**src/rtl/crport_pkg.sv**
```systemverilog
package crport_pkg;

  // Step kind; the numeric value is also the strobe bit index in the
  // internal strobe vector {write, read, capData, capAddr}.
  typedef enum logic [1:0] {
    STEP_ADDR = 2'd0,
    STEP_DATA = 2'd1,
    STEP_RD   = 2'd2,
    STEP_WR   = 2'd3
  } step_e;

  typedef struct packed {
    logic  loadReq;   // latch request, put address on data-in
    logic  loadStep;  // put the value of step on data-in, strobes low
    logic  raiseStb;  // raise the strobe of step
    logic  dropStb;   // drop all strobes, keep data-in
    logic  latchRd;   // capture returned data
    logic  clrCtl;    // clear the whole control word
    logic  runTimer;  // advance the poll timer
    logic  clrTimer;  // restart the poll timer
    logic  setErr;    // record a timeout
    logic  errPhase;  // 0 = rise wait, 1 = fall wait
    step_e step;
  } ctlCmd_t;

endpackage

```
**src/rtl/crport_ctrl.sv**
```systemverilog
module crport_ctrl
  import crport_pkg::*;
(
  input  logic     clk,
  input  logic     rstN,
  input  logic     start,
  input  logic     reqRead,
  input  logic     ack,
  input  logic     timeoutHit,
  output ctlCmd_t  cmd,
  output logic     busy,
  output logic     done
);

  typedef enum logic [2:0] {S_IDLE, S_SETUP, S_RISE, S_FALL, S_FINISH} state_e;

  state_e state, stateNxt;
  step_e  step, stepNxt, nextStep;
  logic   lastStep;

  assign nextStep = (step == STEP_ADDR) ? (reqRead ? STEP_RD : STEP_DATA) : STEP_WR;
  assign lastStep = (step == STEP_RD) || (step == STEP_WR);

  always_comb begin
    cmd      = '0;
    cmd.step = step;
    stateNxt = state;
    stepNxt  = step;
    case (state)
      S_IDLE: begin
        if (start) begin
          cmd.loadReq = 1'b1;
          stepNxt     = STEP_ADDR;
          stateNxt    = S_SETUP;
        end
      end
      S_SETUP: begin
        cmd.raiseStb = 1'b1;
        cmd.clrTimer = 1'b1;
        stateNxt     = S_RISE;
      end
      S_RISE: begin
        if (ack) begin
          cmd.dropStb  = 1'b1;
          cmd.clrTimer = 1'b1;
          cmd.latchRd  = (step == STEP_RD);
          stateNxt     = S_FALL;
        end else if (timeoutHit) begin
          cmd.setErr   = 1'b1;
          cmd.errPhase = 1'b0;
          cmd.clrCtl   = 1'b1;
          stateNxt     = S_FINISH;
        end else begin
          cmd.runTimer = 1'b1;
        end
      end
      S_FALL: begin
        if (!ack) begin
          if (lastStep) begin
            cmd.clrCtl = 1'b1;
            stateNxt   = S_FINISH;
          end else begin
            cmd.loadStep = 1'b1;
            cmd.step     = nextStep;
            stepNxt      = nextStep;
            stateNxt     = S_SETUP;
          end
        end else if (timeoutHit) begin
          cmd.setErr   = 1'b1;
          cmd.errPhase = 1'b1;
          cmd.clrCtl   = 1'b1;
          stateNxt     = S_FINISH;
        end else begin
          cmd.runTimer = 1'b1;
        end
      end
      S_FINISH: stateNxt = S_IDLE;
      default:  stateNxt = S_IDLE;
    endcase
  end

  always_ff @(posedge clk or negedge rstN) begin
    if (!rstN) begin
      state <= S_IDLE;
      step  <= STEP_ADDR;
    end else begin
      state <= stateNxt;
      step  <= stepNxt;
    end
  end

  assign busy = (state != S_IDLE);
  assign done = (state == S_FINISH);

endmodule

```
**src/rtl/crport_dp.sv**
```systemverilog
module crport_dp
  import crport_pkg::*;
#(
  parameter int DIN_W       = 16,
  parameter int DOUT_W      = 16,
  parameter int TICK_CYCLES = 250,
  parameter int POLL_LIMIT  = 100
) (
  input  logic              clk,
  input  logic              rstN,
  input  ctlCmd_t           cmd,
  input  logic              opRead,
  input  logic [DIN_W-1:0]  addr,
  input  logic [DIN_W-1:0]  wdata,
  input  logic [DOUT_W:0]   phyStat,
  output logic              reqRead,
  output logic              ack,
  output logic              timeoutHit,
  output logic [DIN_W+3:0]  phyCtl,
  output logic [DOUT_W-1:0] rdata,
  output logic              error,
  output logic              errPhase
);

  localparam int TICK_W = (TICK_CYCLES > 1) ? $clog2(TICK_CYCLES) : 1;
  localparam int POLL_W = (POLL_LIMIT > 1) ? $clog2(POLL_LIMIT) : 1;
  localparam logic [TICK_W-1:0] TICK_LAST = TICK_W'(TICK_CYCLES - 1);
  localparam logic [POLL_W-1:0] POLL_LAST = POLL_W'(POLL_LIMIT - 1);

  logic [DIN_W-1:0]  reqAddr, reqData, dataIn;
  logic [3:0]        stb;   // {write, read, capData, capAddr}
  logic [TICK_W-1:0] tickCnt;
  logic [POLL_W-1:0] pollCnt;

  assign ack        = phyStat[0];
  assign phyCtl     = {stb[3], stb[2], dataIn, stb[1], stb[0]};
  assign timeoutHit = (tickCnt == TICK_LAST) && (pollCnt == POLL_LAST);

  always_ff @(posedge clk or negedge rstN) begin
    if (!rstN) begin
      reqRead  <= 1'b0;
      reqAddr  <= '0;
      reqData  <= '0;
      dataIn   <= '0;
      stb      <= '0;
      rdata    <= '0;
      error    <= 1'b0;
      errPhase <= 1'b0;
    end else begin
      if (cmd.loadReq) begin
        reqRead  <= opRead;
        reqAddr  <= addr;
        reqData  <= wdata;
        dataIn   <= addr;
        stb      <= '0;
        error    <= 1'b0;
        errPhase <= 1'b0;
      end
      if (cmd.loadStep) begin
        dataIn <= (cmd.step == STEP_ADDR || cmd.step == STEP_RD) ? reqAddr : reqData;
        stb    <= '0;
      end
      if (cmd.raiseStb) stb <= 4'(1) << cmd.step;
      if (cmd.dropStb)  stb <= '0;
      if (cmd.clrCtl) begin
        stb    <= '0;
        dataIn <= '0;
      end
      if (cmd.setErr) begin
        error    <= 1'b1;
        errPhase <= cmd.errPhase;
      end
      if (cmd.latchRd) rdata <= phyStat[DOUT_W:1];
    end
  end

  // Poll timer: prescaler of TICK_CYCLES cycles, POLL_LIMIT polls.
  always_ff @(posedge clk or negedge rstN) begin
    if (!rstN) begin
      tickCnt <= '0;
      pollCnt <= '0;
    end else if (cmd.clrTimer) begin
      tickCnt <= '0;
      pollCnt <= '0;
    end else if (cmd.runTimer) begin
      if (tickCnt == TICK_LAST) begin
        tickCnt <= '0;
        pollCnt <= pollCnt + 1'b1;
      end else begin
        tickCnt <= tickCnt + 1'b1;
      end
    end
  end

endmodule

```
**src/rtl/crport_master.sv**
```systemverilog
module crport_master
  import crport_pkg::*;
#(
  parameter int DIN_W       = 16,
  parameter int DOUT_W      = 16,
  parameter int TICK_CYCLES = 250,
  parameter int POLL_LIMIT  = 100
) (
  input  logic              clk,
  input  logic              rstN,
  input  logic              start,
  input  logic              opRead,
  input  logic [DIN_W-1:0]  addr,
  input  logic [DIN_W-1:0]  wdata,
  output logic              busy,
  output logic              done,
  output logic              error,
  output logic              errPhase,
  output logic [DOUT_W-1:0] rdata,
  output logic [DIN_W+3:0]  phyCtl,
  input  logic [DOUT_W:0]   phyStat
);

  ctlCmd_t cmd;
  logic    reqRead, ack, timeoutHit;

  crport_ctrl u_ctrl (
    .clk(clk), .rstN(rstN), .start(start), .reqRead(reqRead),
    .ack(ack), .timeoutHit(timeoutHit), .cmd(cmd), .busy(busy), .done(done)
  );

  crport_dp #(
    .DIN_W(DIN_W), .DOUT_W(DOUT_W),
    .TICK_CYCLES(TICK_CYCLES), .POLL_LIMIT(POLL_LIMIT)
  ) u_dp (
    .clk(clk), .rstN(rstN), .cmd(cmd), .opRead(opRead), .addr(addr),
    .wdata(wdata), .phyStat(phyStat), .reqRead(reqRead), .ack(ack),
    .timeoutHit(timeoutHit), .phyCtl(phyCtl), .rdata(rdata),
    .error(error), .errPhase(errPhase)
  );

endmodule

```
**config.mk**
```make
export PLATFORM = sky130hd
export DESIGN_NAME = crport_master
export DESIGN_NICKNAME = d
export VERILOG_FILES = /design/src/rtl/crport_pkg.sv /design/src/rtl/crport_ctrl.sv /design/src/rtl/crport_dp.sv /design/src/rtl/crport_master.sv
export SDC_FILE = /design/constraint.sdc
export NUM_CORES = 1
export LEC_CHECK = 0
export ABC_CLOCK_PERIOD_IN_PS = 3300
export BUFFER_PORTS_ARGS = -buffer_cell sky130_fd_sc_hd__buf_2
export CORE_MARGIN = 3
export CORE_UTILIZATION = 42
export CTS_CLUSTER_SIZE = 12
export DETAILED_ROUTE_END_ITERATION = 10
export GPL_TIMING_DRIVEN = 0
export SLEW_MARGIN = 20
export SYNTH_ARGS = -nofsm -noshare
export SYNTH_HDL_FRONTEND = slang
export SYNTH_SLANG_ARGS = --single-unit
export TNS_END_PERCENT = 30
```
**constraint.sdc**
```tcl
create_clock -name clk -period 3.3 [get_ports clk]
set_clock_uncertainty 0.05 [all_clocks]
set_input_delay 0.33 -clock clk [delete_from_list [all_inputs] [get_ports clk]]
set_output_delay 0.33 -clock clk [all_outputs]
set_load 0.02 [all_outputs]
```
## Word level (Yosys, flattened, before mapping)

Cells that the tools add are included.
W data, S select, Z words.

| word-level totals | value |
|---|---|
| register bits after elaboration | 91 |
| output and inout bits | 40 |
| logic and storage cells | 93 |

| operators by class | value |
|---|---|
| $add $sub $neg | 2 |
| equal/unequal tests | 10 |
| shifts and indexed selects | 1 |
| multiplexer cells | 53 |
| reductions and logical operators | 15 |

Operator list:

| cell | number |
|---|---|
| $mux W16 | 4 |
| $mux W2 | 13 |
| $mux W8 | 3 |
| $mux W7 | 3 |
| $mux W4 | 5 |
| $mux W1 | 15 |
| $mux W3 | 5 |
| $pmux W2 S2 | 3 |
| $pmux W3 S4 | 1 |
| $add A8 B1 Y8 const B | 1 |
| $eq A8 B8 Y1 const B | 1 |
| $reduce_bool A2 Y1 | 4 |
| $add A7 B1 Y7 const B | 1 |
| $eq A7 B7 Y1 const B | 1 |
| $eq A2 B2 Y1 const B | 3 |
| $eq A3 B2 Y1 const B | 2 |
| $reduce_bool A3 Y1 | 2 |
| $reduce_bool A5 Y1 | 1 |
| $logic_not A2 Y1 | 2 |
| $reduce_and A2 Y1 | 2 |
| $shl A1 B2 Y4 const A | 1 |
| $eq A3 B1 Y1 const B | 1 |
| $eq A3 B3 Y1 const B | 1 |
| $logic_not A3 Y1 | 1 |
| 4 further kinds | 5 |

## Logic depth before layout (Yosys ltp)

Gate-level depths: netlist (run 1).

| depth | value |
|---|---|
| depth in word-level cells | 10 |
| mapped depth | 7 |
| mapped depth without buffers | 6 |

## Cells and area by module

A second synthesis (run 1) with hierarchy kept.

| unflattened totals | value |
|---|---|
| cell total of the unflattened synthesis | 351 |
| area, all modules | 4167.7 µm² |

Modules (own cells, without submodules):

| module | times used | cells an instance | area an instance (µm²) | sequential area each (µm²) |
|---|---|---|---|---|
| crport_dp | 1 | 301 | 3769.9 | 2152.1 |
| crport_ctrl | 1 | 50 | 397.9 | 125.1 |

## Least setup slack after synthesis (run 1)

OpenSTA, ideal clock, no wires.

| timing | value |
|---|---|
| path kind | reg2reg |
| from | register u_dp.pollCnt[3] |
| to | register u_dp.dataIn[10] |
| setup time | 126 ps |
| arrival | 1607 ps |
| data required time | 3124 ps |
| setup slack | 1517 ps |
| stages on the path, launching flop included | 6 |
| path through | dfrtp_1 -> nor4b_2 -> and4_1 -> a21oi_2 -> buf_2 -> a221o_1 |

| on the way | value |
|---|---|
| longest elaborated chain between the ends | 6 |
| elaborated cells on any way between the ends | 8 |

Ends and longest elaborated chain:

| what | RTL line | source |
|---|---|---|
| start: declaration | crport_dp.sv:33 | `logic [POLL_W-1:0] pollCnt;` |
| start signal: assignment | crport_dp.sv:88 | `pollCnt <= pollCnt + 1'b1;` |
| $eq A7 B7 Y1 (*) | crport_dp.sv:37 | `assign timeoutHit = (tickCnt == TICK_LAST) && (pollCnt == POLL_LAST);` |
| $logic_and A1 B1 Y1 (*) | crport_dp.sv:37 |  |
| $mux W1 (*) | crport_ctrl.sv:48, crport_ctrl.sv:68 |  |
| $mux W1 / $mux W2 (equally long branches) | crport_ctrl.sv:58, crport_ctrl.sv:43 |  |
| $pmux W2 S2 (*) | crport_ctrl.sv:29 | `case (state)` |
| $reduce_bool A3 Y1 (no line) / $mux W16 (equally long branches) | -- |  |
| end signal: assignment | crport_dp.sv:54 | `dataIn <= addr;` |
| end signal: assignment | crport_dp.sv:60 | `dataIn <= (cmd.step == STEP_ADDR \|\| cmd.step == STEP_RD) ? reqAddr : reqData;` |
| end: declaration | crport_dp.sv:30 | `logic [DIN_W-1:0] reqAddr, reqData, dataIn;` |

Every way passes the cells marked *; elsewhere a longest branch is shown, timed or not.
A chain may end at the register's enable or synchronous reset.

## Final worst setup path (run 1)

| timing | value |
|---|---|
| from | register u_ctrl.state[0] |
| to | register u_dp.dataIn[9] |

| on the way | value |
|---|---|
| longest elaborated chain between the ends | 7 |
| elaborated cells on any way between the ends | 14 |

Ends and longest elaborated chain:

| what | RTL line | source |
|---|---|---|
| start: declaration | crport_ctrl.sv:17 | `state_e state, stateNxt;` |
| start signal: assignment | crport_ctrl.sv:87 | `state <= stateNxt;` |
| $eq A3 B2 Y1 | crport_ctrl.sv:29 |  |
| $mux W2 | crport_ctrl.sv:29 |  |
| $eq A2 B2 Y1 / $logic_not A2 Y1 (equally long branches) | crport_dp.sv:60 |  |
| $logic_or A1 B1 Y1 | crport_dp.sv:60 |  |
| $mux W16 | crport_dp.sv:60 |  |
| $mux W16 | crport_dp.sv:59 | `if (cmd.loadStep) begin` |
| $mux W16 | crport_dp.sv:65 | `if (cmd.clrCtl) begin` |

Parallel ways exist; a longest one is shown, timed or not.

==> qor.yml, run 1 <==
worst_setup_path:
  endpoint: "u_dp.dataIn[9]"
  cp.arrival_ps: 2410
  required_ps: 3490
  rrSetupSlack_ps: 1080
  cp.depth: 6
  crit_start: "u_ctrl.state[0]"
  timing.rr.end: "u_dp.dataIn[9]"
  worstPathCellList: "buf_2 -> and4bb_1 -> nand2_1 -> clkbuf_1 -> a21oi_1 -> a221o_1"
  max_stage_delay_ps: 470
  regToRegStartpoint: "u_ctrl.state[0]"
  start_kind: "flip-flop"
  path_delay_family: "buffers and inverters"
  crit_slowest_cell: "dfrtp_1"
  cp-end-kind: "flip-flop"
  path_class: "flip-flop to flip-flop"
  critPathBufInv: 2
  ff2ff_path_depth: 6
  worstPathMaxFanout: 10
yosys:
  synth_area_um2: 4180
  synthAdderAreaFrac_pct: 0.897
  synth-edff-count: 0
  ys_seq_area_share_pct: 54.4
  synthMuxAreaShare_pct: 5.26
  synth_top_cells_by_area: "dfrtp_1, nand2_1, a221o_1, mux2_2, a21oi_1"
  synth_simple_gate_area_share_pct: 24.0
  ys_async_sr_fraction_pct: 100
  synth.top_cell.area_share_pct: 54.4
  netlist_instances: 427
  synthFlopType: "dfrtp_1"
  synth_area_leader_cell: "dfrtp_1"
  synth_top_family_by_area: "simple AND/OR/NAND/NOR gates"
  yosys_warnings: 0
  synth_xor_xnor_area_share_pct: 1.44
  ys_types: 50
  synth-compound-area-share_pct: 11.0
  yosys_register_bits: 91
  synth_nets: 483
  avgSynthCellArea_um2: 9.80
timing:
  rsz0062_at_grt: "no"
  slew_headroom_pct: 63.5
  setup_violations: 0
  fin_ws_ps: 1080
  slew_violations: 0
  hold_viol: 0
  period_share_pct: 67.3
  finalSetupTns_ps: 0
  worstMarginPinSlew_ps: 548
  fmax_ghz: 0.451
  period_needed_ps: 2220
place:
  post-dp-hpwl_mm: 7.21
  pre_cts_slack_ps: 1080
  io_buffers: 91
  dp.cells: 648
  place_congestion: 0.840
drt:
  routed_wl_mm: 10.1
  via_per_inst: 5.13
  drc: 0
  routedWlPerCell_um: 15.2
  dr.pass1.iters: 4
  vias: 3409
  final_antenna_net_count: 0
  drt_iter0_drc: 111
clocking:
  clock_sinks: 91
  cts_setup_buffers: 0
  h-tree-depth: 3
  clockBufferDepth: 2
  holdBufCountCts: 1
  clkTransAtPathRegs_ps: 100
  cts_buffers: 9
  cts_resized: 0
  tritoncts: "built"
  cts-root-buf: "clkbuf_8"
  clk_latency_ps: 360
floorplanning:
  ioPinCount: 93
  die_h_um: 106
  core_um2: 9460
  initial_core_util_pct: 44.2
  row_count: 35
  die-area_um2: 11200
  chipWidth_um: 106
power_and_ir_drop:
  leakage_nw: 2.47
  peakVddDrop_uv: 386
  p_per_area_nw_per_um2: 854
worst_hold_path:
  min_from: "wdata[7]"
  hold_class: "input pin to flip-flop"
flow_run:
  max-cap-violations: 0
finish:
  antenna_cells: 0
  fin_cells: 665
  layout-area-overhead-vs-synth_pct: 21.0
  post-route-util_pct: 53.5
  drive_above_1_share_pct: 25.6
  num-nets-final: 587
global_route:
  overflow: 0
  antenna_found_initial: 0
  grt_usage_pct: 18.8
  grt_pass1_vias: 3345
  grt_pass1_wl_mm: 16.9
  grt_start_max_net_pins: 53
run_status:
  outcome: "finished, final reports clean"
-- worst min-delay path by stage --
stage / end / slack (ps) / cells past startpoint
2_1_floorplan: u_ctrl.state[0] / -20 / 0
3_3_place_gp: u_dp.reqAddr[4] / 410 / 2
3_5_place_dp: u_dp.pollCnt[0] / 220 / 1
4_1_cts: u_dp.reqData[7] / 90 / 3
5_1_grt: u_dp.reqData[12] / 90 / 3
6_report: u_dp.reqData[7] / 100 / 3
-- final cells by class --
type / count / area, um2
fill: 911 / 4400
buffer: 24 / 103
sequential: 91 / 2280
tap: 129 / 161
multi-input combinational: 307 / 1780
clock buffer: 10 / 128
inverter: 5 / 18.8
timing repair buffer: 93 / 499
clock inverter: 6 / 88.8
-- tightest hold or removal path: stages --
cell and delay (ps):
buf_2 80, nand2_1 40, nand2_1 40
-- placed cells by master (no fill, tap or decap), types with 4 or more instances in the layout --
master and instances:
a21oi_1 22, a221o_1 16, buf_2 97, clkbuf_1 17, clkbuf_8 9, dfrtp_1 91
inv_1 5, mux2_1 6, mux2_2 10, mux2i_1 4, nand2_1 147, nand3_1 5
nand4_1 6, nor2_1 9, nor2b_1 4, nor3_1 4, o21ai_0 12, or3_1 5
xnor2_1 5
-- cell families (layout without fill, tap and decap cells) --
group,count (synthesis),count (layout)
AND/OR/NAND/NOR,211,211
flip-flops,91,91
AO/OA/AOI/OAI,67,67
buffers and inverters,29,138
multiplexers,20,20
XOR/XNOR,6,6
adder cells (fa/ha/maj),3,3
-- metal layers --
metal	wire length [um]	vias to the layer above	global-route usage [%]
met3	453	11	4.78
li1	-	1682	-
met2	4730	81	30.1
met4	132	0	4.44
met1	4770	1635	25.7
met5	0	-	0
-- report_power, final --
part	internal [mW]	leakage, nW	total, mW	switching [mW]
logic	0.636	1.20	1.72	1.08
clock network	0.429	0.103	0.836	0.408
registers	1.53	1.17	1.77	0.235
-- state kept, by name, indices dropped and copies added, names as in the netlist --
name / flops
u_dp.reqRead: 1
u_dp.reqAddr: 16
u_dp.errPhase: 1
u_dp.reqData: 16
u_dp.rdata: 16
u_dp.pollCnt: 7
u_dp.dataIn: 16
u_ctrl.step: 2
u_dp.tickCnt: 8
u_dp.error: 1
u_dp.stb: 4
u_ctrl.state: 3
-- cells in the mapped netlist (2+ instances only) --
library cell	instances
mux2i_1	4
and4_1	3
nor2b_1	4
nand2b_1	3
a21oi_1	22
nor2_1	9
xnor2_1	5
o31ai_1	3
nand3_1	5
nor4_2	3
ha_1	3
or3_1	5
o21ai_0	12
inv_1	5
or2_1	2
or4_1	3
o22ai_1	3
dfrtp_1	91
mux2_1	6
mux2_2	10
buf_2	7
nor4_1	2
and2_1	3
nor3_1	4
clkbuf_1	16
nand3b_1	2
a221o_1	16
o21ai_1	2
nor4b_2	2
nand2_1	147
nand4_1	6
-- per-stage QoR --
step	power (mW)	hold slack, ps	area, um2
6_report	4.32	104	5060
5_1_grt	4.65	93.2	5060
4_1_cts	4.37	89.9	5060
3_5_place_dp	3.53	215	4830
3_3_place_gp	3.48	407	4800
2_1_floorplan	2.95	-15.6	4180
(Power assumes the default switching activity.)
==> run 2, diff against run 1 <==
- ABC_CLOCK_PERIOD_IN_PS: 3300 -> 1810
- PLACE_DENSITY: unset -> 0.67
- clock period: 3.3 -> 1.81 ns (I/O delays scaled with it)
==> qor.yml, run 2 (same netlist as run 1, synthesis figures left out) <==
run_status:
  outcome: "finished, violations left"
  violations: "setup timing"
finish:
  layout_commonest_cell: "nand2_1"
  drive_above_1_share_pct: 29.9  # +4.4 points
  fill_cells: 822  # -9.8%
  seqCellArea_um2: 2280  # +0.17%
  multi_input_area_um2: 1940  # +8.6%
  layout-area-overhead-vs-synth_pct: 35.7
  antenna_cells: 0  # unchanged
  final_area_um2: 5680  # +12%
  num-nets-final: 629  # +7.2%
  post-route-util_pct: 60.0  # +6.5 points
  final_cell_mix: "nand2_1, buf_2, dfrtp_1"
timing:
  rsz0062_at_grt: "yes"
  worstMarginPinSlew_ps: 505  # -43.2 ps
  slew_headroom_pct: 66.2  # +2.7 points
  period_share_pct: 100  # +33 points
  period_needed_ps: 1810  # -406 ps
  fmax_ghz: 0.552  # +22%
  slew_violations: 0  # unchanged
  hold_viol: 0  # unchanged
  whs_ps: 1.81  # -103 ps
  setup_violations: 1  # +1
  fin_ws_ps: -3.22  # -1080 ps
clocking:
  cts_buffers: 9  # unchanged
  tritoncts: "built"
  clockBufferDepth: 2  # unchanged
  cts-root-buf: "clkbuf_8"
  clkTransAtPathRegs_ps: 100  # about the same
  h-tree-depth: 3  # unchanged
  clock_sinks: 91  # unchanged
  clk_latency_ps: 360  # about the same
drt:
  routed_wl_mm: 10.7  # +6.4%
  final_antenna_net_count: 0  # unchanged
  vias: 3652  # +7.1%
  drc: 0  # unchanged
  drt_iter0_drc: 110  # -0.90%
  routedWlPerCell_um: 15.2  # about the same
  dr.pass1.iters: 4  # unchanged
  via_per_inst: 5.17  # +0.76%
place:
  post-dp-hpwl_mm: 7.12  # -1.3%
  io_buffers: 91  # unchanged
  placed_cell_area_um2: 4830  # unchanged
  place_congestion: 0.796  # -5.3%
power_and_ir_drop:
  peakVddDrop_uv: 722  # +87%
  p_per_area_nw_per_um2: 1430  # +67%
  leakage_nw: 2.76  # +12%
  finalPower_mw: 8.10  # +87%
worst_setup_path:
  path_class: "flip-flop to flip-flop"
  max_stage_delay_ps: 470  # about the same
  crit_slowest_cell: "dfrtp_2"
  start_kind: "flip-flop"
  worstPathMaxFanout: 10  # unchanged
  required_ps: 2010  # -1480 ps
  cp-end-kind: "flip-flop"
  rrSetupSlack_ps: -3  # -1080 ps
  cp.arrival_ps: 2020  # -390 ps
  worstPathCellList: "nor4b_4 -> and4_4 -> a21oi_4 -> buf_6 -> a221o_1"
global_route:
  grt_pass1_wl_mm: 17.9  # +5.7%
  grt_usage_pct: 19.5  # +0.67 points
  grt_pass1_vias: 3712  # +11%
  overflow: 0  # unchanged
  antenna_found_initial: 0  # unchanged
  grt_start_max_net_pins: 63  # +19%
floorplanning:
  chipWidth_um: 106  # unchanged
  die-area_um2: 11200  # unchanged
  die_h_um: 106  # unchanged
  core_um2: 9460  # unchanged
  row_count: 35  # unchanged
  initial_core_util_pct: 44.2  # unchanged
  ioPinCount: 93  # unchanged
worst_hold_path:
  hold_class: "input pin to flip-flop"
flow_run:
  max-cap-violations: 0  # unchanged
## run 2: changes by cell type in the layout (fill, tap and decap cells not counted), moves of 4 or more
cell / before / now
dlygate4sd3_1: 1 / 43
buf_4: 1 / 5
clkbuf_1: 17 / 1
clkbuf_2: 0 / 4
## run 2: layout make-up
class / instances / area share, %
buffer: 20 / 2.51
clock buffer: 9 / 2.18
clock inverter: 7 / 1.04
inverter: 5 / 0.331
multi-input combinational: 307 / 34.1
sequential: 91 / 40.2
tap: 129 / 2.84
timing repair buffer: 139 / 16.8
## run 2: per-layer routing
metal  global-route usage (%)  routed length, um
met1                     25.7               4560
met2                     33.9               5530
met3                     3.31                575
met4                     3.70                 59
met5                        0                  0
## run 2: power breakdown
part	switching, mW	internal (mW)	total (mW)
Sequential	0.482	2.80	3.28
Clock	0.787	0.521	1.31
Combinational	2.09	1.42	3.51
Total	3.36	4.74	8.10
## run 2: what timing repair did
item                                    CTS  global route
pin swaps                                 6             6
buffers inserted                          1             3
cloned                                    0             0
endpoints found under the setup margin   73            69
hold buffers                             41             2
gates resized for setup                  38            32
endpoints found under the hold margin    88             2
## run 2: final timing paths
path	from	end	cells past startpoint
setup / recovery	u_dp.pollCnt[3]	u_dp.dataIn[5]	5
min in group asynchronous	rstN	u_dp.pollCnt[0]	2
setup reg to reg	u_dp.pollCnt[3]	u_dp.dataIn[5]	5
max in group asynchronous	rstN	u_ctrl.state[0]	3
hold / removal	phyStat[13]	u_dp.rdata[12]	2
hold reg to reg	u_dp.reqAddr[2]	u_dp.reqAddr[2]	2
## run 2: through the flow
step | instances | TNS [ps] | worst slack, ps
floorplan | 427 | 0 | 27.1
global placement | 647 | -43960 | -382
detailed placement | 648 | -12100 | -371
CTS | 705 | -725 | -56.0
global route | 707 | -873 | -71.6
finish | 707 | -3.22 | -3.22
## run 2: critical path, delay by kind of cell, from the launching register on
family,cells,cell delay (ps)
simple gates,2,650
flops,1,470
compound gates,2,370
buf+inv,1,160
==> run 3, diff against run 2 <==
- ABC_AREA: unset -> 0
- ABC_CLOCK_PERIOD_IN_PS: 1810 -> 1600
- SYNTH_HIERARCHICAL: unset -> 1
- clock period: 1.81 -> 1.6 ns (I/O delays scaled with it)
==> qor.yml, run 3 <==
yosys:
  ys_top_cells_by_count: "dfrtp_1, a211oi_1, mux2_2, nor2_1, mux2i_1"
  synth.top_cell.area_share_pct: 54.6  # +0.20 points
  synth_area_leader_cell: "dfrtp_1"
  yosys_register_bits: 91  # unchanged
  synth_top_cells_by_area: "dfrtp_1, mux2_2, a211oi_1, mux2i_1, a21o_1"
  synth_nets: 407  # -16%
  netlist_instances: 351  # -18%
  yosys_warnings: 6  # +6
  synth-edff-count: 0  # unchanged
  synthFlopType: "dfrtp_1"
  synth_area_um2: 4170  # -0.36%
  ys_async_sr_fraction_pct: 100  # unchanged
  yosysMostFrequentCell: "dfrtp_1"
  ys_seq_area_share_pct: 54.6  # +0.20 points
  ys_types: 51  # +2.0%
  avgSynthCellArea_um2: 11.9  # +21%
place:
  io_buffers: 91  # unchanged
  placed_cell_area_um2: 4880  # +0.88%
  place_congestion: 0.817  # +2.6%
  post-dp-hpwl_mm: 6.77  # -4.8%
  pre_cts_slack_ps: -1600  # -1230 ps
  dp.cells: 572  # -12%
finish:
  layout-area-overhead-vs-synth_pct: 40.3
  final_area_um2: 5850  # +3.0%
  layout_commonest_cell: "buf_2"
  drive_above_1_share_pct: 41.5  # +12 points
  antenna_cells: 0  # unchanged
  fill_cells: 787  # -4.3%
  num-nets-final: 559  # -11%
  final_cell_mix: "buf_2, dfrtp_1, dlygate4sd3_1"
  post-route-util_pct: 61.8  # +1.8 points
  fin_cells: 637  # -9.9%
worst_setup_path:
  max_stage_delay_ps: 390  # -80 ps
  regToRegStartpoint: "u_dp/tickCnt[1]"
  start_kind: "flip-flop"
  crit_top_cell: "buf_4"
  cp.arrival_ps: 2710  # +690 ps
  ff2ff_path_depth: 12  # +7
  rrSetupSlack_ps: -910  # -910 ps
  timing.rr.end: "u_dp/stb[2]"
  crit_slowest_cell: "dfrtp_1"
  worstPathMaxFanout: 4  # -6
  path_class: "flip-flop to flip-flop"
  required_ps: 1800  # -210 ps
  cp-end-kind: "flip-flop"
  crit_start: "u_dp/tickCnt[1]"
  worstPathCellList: "inv_1 -> ha_2 -> and4b_2 -> nand4_4 -> nor4_4 -> buf_4 -> nand2_4 -> a2111oi_4 -> buf_4 -> nor2_4 -> nor4b_4 -> a22o_1"
drt:
  drc: 0  # unchanged
  final_antenna_net_count: 0  # unchanged
  vias: 3330  # -8.8%
  routedWlPerCell_um: 16.6  # +9.3%
  routed_wl_mm: 10.6  # -1.5%
  dr.pass1.iters: 4  # unchanged
  drt_iter0_drc: 102  # -7.3%
  via_per_inst: 5.23  # +1.2%
floorplanning:
  ioPinCount: 93  # unchanged
  row_count: 35  # unchanged
  core_um2: 9460  # unchanged
  initial_core_util_pct: 44.1  # -0.16 points
  die-area_um2: 11200  # -0.34%
  die_h_um: 106  # -0.17%
  chipWidth_um: 106  # -0.17%
run_status:
  outcome: "finished, violations left"
  violations: "setup timing"
timing:
  whs_ps: 60.5  # +58.6 ps
  slew_violations: 0  # unchanged
  fin_ws_ps: -913  # -910 ps
  finalSetupTns_ps: -38270  # -38270 ps
  fmax_ghz: 0.398  # -28%
  hold_viol: 0  # unchanged
  period_share_pct: 157  # +57 points
  rsz0062_at_grt: "yes"
  setup_violations: 90  # +89
  slew_headroom_pct: 62.5  # -3.7 points
  period_needed_ps: 2510  # +700 ps
  worstMarginPinSlew_ps: 563  # +57.9 ps
flow_run:
  max-cap-violations: 0  # unchanged
clocking:
  cts-root-buf: "clkbuf_8"
  clk_latency_ps: 360  # about the same
  clkTransAtPathRegs_ps: 100  # about the same
  clock_sinks: 91  # unchanged
  clockBufferDepth: 2  # unchanged
  h-tree-depth: 3  # unchanged
  tritoncts: "built"
  cts_buffers: 9  # unchanged
worst_hold_path:
  hold_class: "input pin to flip-flop"
  min_from: "addr[11]"
  min_path_cells: 3  # +1
  whs_endpoint: "u_dp/reqAddr[11]"
global_route:
  grt_usage_pct: 18.7  # -0.73 points
  grt_start_max_net_pins: 71  # +13%
  grt_pass1_vias: 3402  # -8.4%
  grt_pass1_wl_mm: 16.9  # -5.5%
  overflow: 0  # unchanged
  antenna_found_initial: 0  # unchanged
power_and_ir_drop:
  finalPower_mw: 9.93  # +23%
  peakVddDrop_uv: 826  # +14%
  p_per_area_nw_per_um2: 1700  # +19%
  leakage_nw: 2.82  # +2.3%
## run 3: cell count changes in the layout (fill, tap and decap cells not counted), sizes merged, moves of 5 or more
cell         previous run  this run
a211oi                  1        33
a21o                    0        17
a21oi                  23         2
a221o                  16         0
and2                    3        17
buf                   107       123
dlygate4sd3            43        34
mux2                   16        34
mux2i                   4        19
nand2                 147        16
nor2                    9        26
o21ai                  14         1
xor2                    1         6
## run 3: worst max-delay path by stage
stage / end / slack [ps] / cells after the start
finish: u_dp/stb[2] / -910 / 12
global route: u_dp/stb[2] / -1070 / 13
CTS: u_dp/stb[2] / -1120 / 13
detailed placement: u_dp/dataIn[10] / -1600 / 12
global placement: u_dp/dataIn[8] / -1540 / 12
floorplan: u_dp/stb[1] / -1020 / 13
## run 3: power by group
part	total (mW)	internal, mW	switching, mW
Sequential	3.83	3.22	0.603
Clock	1.59	0.743	0.850
Combinational	4.51	2.17	2.34
## run 3: kinds of logic after synthesis
group,synth area share (%)
flip-flops,54.6
multiplexers,13.7
adder cells (fa/ha/maj),0.901
AND/OR/NAND/NOR,12.6
AO/OA/AOI/OAI,12.5
buffers and inverters,3.27
XOR/XNOR,2.31
## run 3: timing repair
item	4_1_cts	5_1_grt
pin swaps	8	11
hold endpoints to repair	122	2
endpoints found under the setup margin	90	91
gates cloned	0	1
buffers inserted	11	4
hold buffers	32	2
resized for setup	51	33
## run 3: critical path, delay by kind of cell (launching register included)
family                     cells  cell delay (ps)
DFF                            1              390
AOI/OAI and AO/OA              2              570
adders and majority gates      1              140
and+or+nand+nor                6              840
buffers and inverters          3              420
## run 3: metal layers
metal / part of all wire [%] / global-route usage, % / vias up
met4: 1.1 / 4.63 / 0
met2: 51 / 30.4 / 86
met5: 0 / 0 / -
met1: 44 / 25.2 / 1670
met3: 4.2 / 4.78 / 8
li1: - / - / 1566
## run 3: area by class of cell
class,instances,area [um2],area share [%]
Sequential cell,91,2280,39.0
Multi-Input combinational cell,231,2000,34.1
Timing Repair Buffer,142,957,16.4
Buffer,22,221,3.79
Tap cell,129,161,2.76
Clock buffer,9,124,2.12
Clock inverter,7,81.3,1.39
Inverter,6,25.0,0.428
